$ cat config.mk
export PLATFORM = sky130hd
export DESIGN_NAME = chansel_irq
export DESIGN_NICKNAME = d
export VERILOG_FILES = /design/src/rtl/chansel_pkg.sv /design/src/rtl/chansel_sync.sv /design/src/rtl/chansel_regs.sv /design/src/rtl/chansel_irq.sv
export SDC_FILE = /design/constraint.sdc
export NUM_CORES = 1
export LEC_CHECK = 0
export ABC_AREA = 1
export BUFFER_PORTS_ARGS = -buffer_cell sky130_fd_sc_hd__buf_2
export CORE_AREA = 3 3 45 47
export CTS_BUF_LIST = sky130_fd_sc_hd__clkbuf_16
export CTS_CLUSTER_DIAMETER = 200
export DETAILED_ROUTE_END_ITERATION = 10
export DIE_AREA = 0 0 48 50
export GPL_TIMING_DRIVEN = 1
export PLACE_DENSITY_LB_ADDON = 0.3
export REMOVE_ABC_BUFFERS = 1
export SYNTH_ARGS = -nofsm -noshare
export SYNTH_HDL_FRONTEND = slang
export SYNTH_SLANG_ARGS = --single-unit
$ cat constraint.sdc
create_clock -name clk -period 0.8 [get_ports clk]
set_input_delay 0.08 -clock clk [delete_from_list [all_inputs] [get_ports clk]]
set_output_delay 0.08 -clock clk [all_outputs]
set_load 0.005 [all_outputs]
$ cat src/rtl/chansel_pkg.sv
package chansel_pkg;
    localparam int N_CH    = 4;
    localparam int IDX_W   = $clog2(N_CH);
    localparam int DATA_W  = 8;
    localparam int EN_BIT  = IDX_W;
    localparam int IRQ_LSB = DATA_W - N_CH;

    typedef struct packed {
        logic             en;
        logic [IDX_W-1:0] idx;
    } sel_t;

    function automatic logic [N_CH-1:0] decode_sel(input sel_t s);
        logic [N_CH-1:0] v;
        v = '0;
        if (s.en) v[s.idx] = 1'b1;
        return v;
    endfunction
endpackage

$ cat src/rtl/chansel_sync.sv
module chansel_sync #(
    parameter int W      = 4,
    parameter int STAGES = 2
) (
    input  logic         clk,
    input  logic         rst,
    input  logic [W-1:0] din,
    output logic [W-1:0] dout
);
    logic [W-1:0] stage_q [STAGES];

    generate
        for (genvar s = 0; s < STAGES; s++) begin : g_stage
            always_ff @(posedge clk) begin
                if (rst) stage_q[s] <= '1;
                else if (s == 0) stage_q[s] <= din;
                else stage_q[s] <= stage_q[(s == 0) ? 0 : s-1];
            end
        end
    endgenerate

    assign dout = stage_q[STAGES-1];

    logic [1:0] since_rst;
    always_ff @(posedge clk) begin
        if (rst) since_rst <= '0;
        else if (since_rst != 2'd3) since_rst <= since_rst + 2'd1;
    end


    sync_latency_chk: assert property (@(posedge clk) disable iff (rst)
        (STAGES == 2 && since_rst >= 2'd2) |-> dout == $past(din, 2));
endmodule

$ cat src/rtl/chansel_regs.sv
module chansel_regs
    import chansel_pkg::*;
(
    input  logic              clk,
    input  logic              rst,
    input  logic              wr_en,
    input  logic [DATA_W-1:0] wr_data,
    input  logic              rd_en,
    input  logic [N_CH-1:0]   irq_act,
    output sel_t              sel,
    output logic [DATA_W-1:0] rd_data
);
    sel_t sel_q;
    logic [DATA_W-1:0] rd_q;

    always_ff @(posedge clk) begin
        if (rst) begin
            sel_q <= '0;
        end else if (wr_en) begin
            sel_q.en  <= wr_data[EN_BIT];
            sel_q.idx <= wr_data[IDX_W-1:0];
        end
    end

    always_ff @(posedge clk) begin
        if (rst) begin
            rd_q <= '0;
        end else if (rd_en) begin
            rd_q                     <= '0;
            rd_q[DATA_W-1:IRQ_LSB]   <= irq_act;
            rd_q[EN_BIT:0]           <= sel_q;
        end
    end

    assign sel     = sel_q;
    assign rd_data = rd_q;


    rsvd_zero_chk: assert property (@(posedge clk) disable iff (rst)
        rd_en |=> rd_data[IRQ_LSB-1:EN_BIT+1] == '0);

    rd_hold_chk: assert property (@(posedge clk) disable iff (rst)
        !rd_en |=> $stable(rd_data));

    rd_low_chk: assert property (@(posedge clk) disable iff (rst)
        rd_en |=> rd_data[EN_BIT:0] == $past(sel_q));
endmodule

$ cat src/rtl/chansel_irq.sv
module chansel_irq
    import chansel_pkg::*;
(
    input  logic              clk,
    input  logic              rst,
    input  logic              wr_en,
    input  logic [DATA_W-1:0] wr_data,
    input  logic              rd_en,
    output logic [DATA_W-1:0] rd_data,
    output logic [N_CH-1:0]   chan_en,
    input  logic [N_CH-1:0]   irq_n_in,
    output logic              irq_pull
);
    logic [N_CH-1:0] irq_n_sync;
    logic [N_CH-1:0] irq_act;
    sel_t            sel;

    chansel_sync #(.W(N_CH), .STAGES(2)) u_sync (
        .clk (clk),
        .rst (rst),
        .din (irq_n_in),
        .dout(irq_n_sync)
    );

    assign irq_act  = ~irq_n_sync;
    assign irq_pull = |irq_act;

    chansel_regs u_regs (
        .clk    (clk),
        .rst    (rst),
        .wr_en  (wr_en),
        .wr_data(wr_data),
        .rd_en  (rd_en),
        .irq_act(irq_act),
        .sel    (sel),
        .rd_data(rd_data)
    );

    assign chan_en = decode_sel(sel);


    chan_onehot_chk: assert property (@(posedge clk) disable iff (rst)
        $onehot0(chan_en));

    chan_off_chk: assert property (@(posedge clk) disable iff (rst)
        (wr_en && !wr_data[EN_BIT]) |=> chan_en == '0);

    chan_pick_chk: assert property (@(posedge clk) disable iff (rst)
        (wr_en && wr_data[EN_BIT]) |=> chan_en == (N_CH'(1) << $past(wr_data[IDX_W-1:0])));

    reset_idle_chk: assert property (@(posedge clk)
        ($past(rst) && !rst) |-> (chan_en == '0 && !irq_pull && rd_data == '0));
endmodule

; Word-level counts from Yosys, hierarchy flattened
; Memories as Yosys holds them, arrays and structs flattened.
; Index checks and enable logic that the tools add are counted.
[word_totals]
ff_bits = 10
mem_bits_rw = 8
input_bits = 16
out_inout_bits = 13
elab_cells = 19
mem_count = 1
[memory_table]
columns = memory, words, width, rd, rd_ports_with_merged_regs, wr, line_no
row1 = u_sync.stage_q, 2, 4, 2, 0, 2, chansel_sync.sv:10  ; logic [W-1:0] stage_q [STAGES];
[op_classes]
magnitude_cmp = 2
muxes = 8
n_bitwise = 3
reduce_logical = 2
[op_table]
columns = op, count
row1 = 4-bit two-way mux, 3
row2 = 1-bit two-way mux, 4
row3 = 4-bit inverter, 1
row4 = 4-bit OR reduction, 1
row5 = "2-bit by 3-bit < comparator with 1-bit output, second input constant", 1
row6 = 1-bit demux with 2-bit select, 1
row7 = "2-bit by 1-bit greater-or-equal comparator with 1-bit output, second input constant", 1
row8 = 1-bit bitwise OR, 2
row9 = 1-bit logical AND, 1

; Longest topological paths before layout
[depth]
ltp_word = 5
ltp_mapped = 4
mapped_depth_nobuf = 4

; Hierarchy
; A second synthesis with hierarchy kept.
[hier_totals]
hier_cells = 106
hier_area_um2 = 701.9
[by_module_without_submodules]
columns = mod, instances, cells_each, area_each_um2, seq_area_each_um2
row1 = chansel_regs, 1, 64, 414.1, 200.2
row2 = chansel_sync, 1, 25, 224.0, 160.2
row3 = chansel_irq, 1, 17, 63.8, 0.0

; Least setup slack after synthesis
; OpenSTA, ideal clock, no wires.
[synth_path]
path_kind = register to output
from = reg u_regs.sel_q, in the netlist u_regs.sel[0]
to = out chan_en[3]
arrival_time_ps = 605
t_required_ps = 720
setup_slack_ps = 115
stages_incl_launch_ff = 3
path_buffers = 0
path_cell_list = dfxtp_1 -> inv_1 -> nor3_1
[synth_via]
elab_chain_cells = 5
word_cells_on_any_way = 6
classes_between = order compare (2) / mux (3) / reduce/logical (1)
[synth_rtl]
columns = item, line_no
row1 = start: declaration, chansel_regs.sv:13  ; sel_t sel_q;
row2 = 2-bit by 3-bit < comparator with 1-bit output (not written as such) or 2-bit by 1-bit greater-or-equal comparator with 1-bit output (tied branches), chansel_pkg.sv:16  ; if (s.en) v[s.idx] = 1'b1;
row3 = 1-bit logical AND (not written as such), chansel_pkg.sv:16
row4 = 1-bit two-way mux (not written as such), chansel_pkg.sv:16
row5 = 1-bit demux with 2-bit select *, chansel_pkg.sv:16
row6 = 4-bit two-way mux *, chansel_pkg.sv:16
row7 = end: declaration, chansel_irq.sv:10  ; output logic [N_CH-1:0] chan_en,
; Every way passes the cells marked *; elsewhere a longest branch is shown, timed or not.

; Worst setup path after layout
; Ends and elaborated chain as after synthesis.

==> impl_metrics.py <==
metrics = {
    "outcome": {
        "outcome": "finished, violations left",
        "violations": "negative setup slack",
    },
    "timing": {
        "setup_viol": 5,
        "hold_viol": 0,
        "fin_crit_sh_pct": 126,
        "min_period_ps": 1010,
        "fin_skew_ps": 3.01,
        "whs_ps": 13.1,
        "clock.fmax_mhz": 995,
        "fin_ws_ps": -205,
        "rsz0062_at_grt": "yes",
        "final_max_slew_viol_count": 0,
    },
    "synth": {
        "synthArstFlopShare_pct": 0,
        "synthFlopType": "dfxtp_1",
        "synth_edf_count": 0,
        "synth_area_um2": 636,
        "synth_area_leader_cell": "dfxtp_1",
        "ys_ff_latch": 18,
        "synth_cell_types": 11,
        "synth.top_cell.area_share_pct": 56.7,
        "ys_warn_count": 0,
        "synthTopCellsByArea": "dfxtp_1, nand2_1, nor2_1, or2_2, inv_1",
        "synthCells": 81,
        "synth_common_cells": "nand2_1, nor2_1, dfxtp_1, or2_2, inv_1",
        "seq_area_frac_synth_pct": 56.7,
        "avgSynthCellArea_um2": 7.85,
    },
    "clock_network": {
        "cts_max_path_buffers": 2,
        "cts_tree": "done",
        "clock-sinks": 18,
        "cts-root-buf": "clkbuf_16",
        "cts_made_buffers": 3,
        "path_clk_slew_ps": 50,
        "worstSkewPairLatency_ps": 250,
        "h-tree-depth": 1,
    },
    "grt": {
        "grt_pass1_vias": 426,
        "overflow": 0,
        "grt_pass1_wl_um": 1720,
        "antenna_found_initial": 0,
        "grt_max_degree": 15,
        "grt_use_total_pct": 10.6,
    },
    "drt": {
        "avgViaCountPerCell": 4.37,
        "post-route-drc-count": 0,
        "avgRoutedWirePerCell_um": 8.46,
        "wirelength_um": 1040,
        "drt_first_pass_iters": 4,
        "drt_iter0_drc": 4,
        "num_vias": 538,
        "detail-route-antenna-nets": 0,
    },
    "power_and_ir_drop": {
        "internal_power_mw": 1.70,
        "seqPwrFrac_pct": 45.8,
        "power_density_nw_per_um2": 2440,
        "peakVddDrop_uv": 2120,
        "p_leak_nw": 0.458,
        "power_frac_comb_pct": 8.7,
        "swShare_pct": 20.4,
        "p_switching_mw": 0.436,
        "p_clk_share_pct": 45.5,
    },
    "setup_path": {
        "arrival_ps": 930,
        "start_kind": "register",
        "cp.required_ps": 720,
        "end_kind": "output port",
        "crit_path_max_fanout": 4,
        "critPathKind": "reg -> out",
    },
    "floorplanning": {
        "start_util_pct": 37.6,
        "die_h_um": 50,
        "rows": 15,
        "core_um2": 1690,
        "pin_count": 29,
        "die_area_um2": 2400,
        "dieWidth_um": 48,
    },
    "final_layout": {
        "layout-drive-gt1-share_pct": 47.2,
        "diodes": 0,
        "fill_cells": 171,
        "fin_nets": 123,
        "areaGrowthSynthToFinish_pct": 38.0,
    },
    "placed_design": {
        "port_buffers": 22,
        "place_worst_setup_slack_ps": 10.5,
        "gp_congestion": 0.716,
        "dp_hpwl_um": 733,
    },
    "flow_run": {
        "cap_violations": 0,
    },
    "min_path": {
        "holdCritPathClass": "in -> reg",
    },
}
==> cell families after synthesis <==
logic type             Yosys count  share of synthesized area [%]
buffers and inverters            9                           7.09
other                            1                          0.590
AND/OR/NAND/NOR                 53                           35.6
flip-flops                      18                           56.7
==> sequential cells by signal, indices dropped and copies added, names as in the netlist <==
| register | flops |
|---|---|
| u_regs.rd_data | 7 |
| u_regs.sel | 3 |
| u_sync.stage_q | 8 |
==> routing by layer <==
metal | vias to the layer above | wire [µm] | GRT usage (%)
li1 | 290 | - | -
met2 | 16 | 464 | 14.3
met1 | 228 | 460 | 12.2
met5 | - | 0 | 0
met4 | 0 | 24 | 6.73
met3 | 4 | 92 | 6.57
==> final timing paths <==
| kind | depth (start not counted) | startpoint | slack (ps) | to |
|---|---|---|---|---|
| worst max-delay path | 3 | u_regs.sel[0] | -210 | chan_en[3] |
| worst min-delay path | 2 | irq_n_in[0] | 10 | u_sync.stage_q[0][0] |
| worst max register to register | 4 | u_regs.sel[1] | 100 | u_regs.rd_data[1] |
| worst min register to register | 1 | u_sync.stage_q[0][3] | 410 | u_sync.stage_q[1][3] |
==> area by class of cell <==
cell class	count	area, µm²	share of cell area, %
clock buffer	3	75.1	8.56
clock inverter	1	3.75	0.428
inverter	7	31.3	3.57
multi-input combinational	54	251	28.7
sequential	18	377	42.9
tap	17	21.3	2.43
timing repair buffer	23	118	13.4
==> power groups by stage <==
stage | registers [mW] | clock network [mW] | logic, mW
4_1_cts | 0.978 | 1.01 | 0.178
3_3_place_gp | 0.989 | 0 | 0.170
6_report | 0.980 | 0.973 | 0.186
5_1_grt | 0.985 | 1.05 | 0.218
3_5_place_dp | 0.990 | 0 | 0.173
2_1_floorplan | 0.990 | 0 | 0.0910
==> per-stage QoR <==
stage / setup TNS [ps] / util, % / area (µm²) / instances / total power [mW]
CTS: -855 / 49.9 / 843 / 122 / 2.16
detailed placement: 0 / 44.3 / 748 / 118 / 1.16
floorplan: 0 / - / 617 / 79 / 1.08
global route: -1130 / 51.9 / 877 / 123 / 2.25
global placement: 0 / 44.3 / 748 / 118 / 1.16
finish: -854 / 51.9 / 877 / 123 / 2.14
==> placed cells by master, fill, tap and decap left out <==
cell / count
buf_2: 22
buf_4: 1
clkbuf_16: 3
clkinv_1: 1
conb_1: 1
dfxtp_1: 9
dfxtp_2: 7
dfxtp_4: 2
inv_1: 3
inv_2: 2
inv_4: 2
nand2_1: 20
nand4_1: 1
nor2_1: 20
nor3_1: 1
nor3_2: 2
nor3_4: 1
or2_2: 8
==> critical path, stage by stage, from the launching register on <==
cell     delay [ps]
dfxtp_4         370
inv_4            50
nor3_4          130
buf_2           130
==> timing repair <==
action                                  4_1_cts  5_1_grt
hold buffers                                  0        0
gates resized for setup                      10       10
pin swaps                                     1        0
endpoints found under the setup margin        5        7
buffers inserted                              0        1
Note: power is estimated with default switching activity, not from simulation.
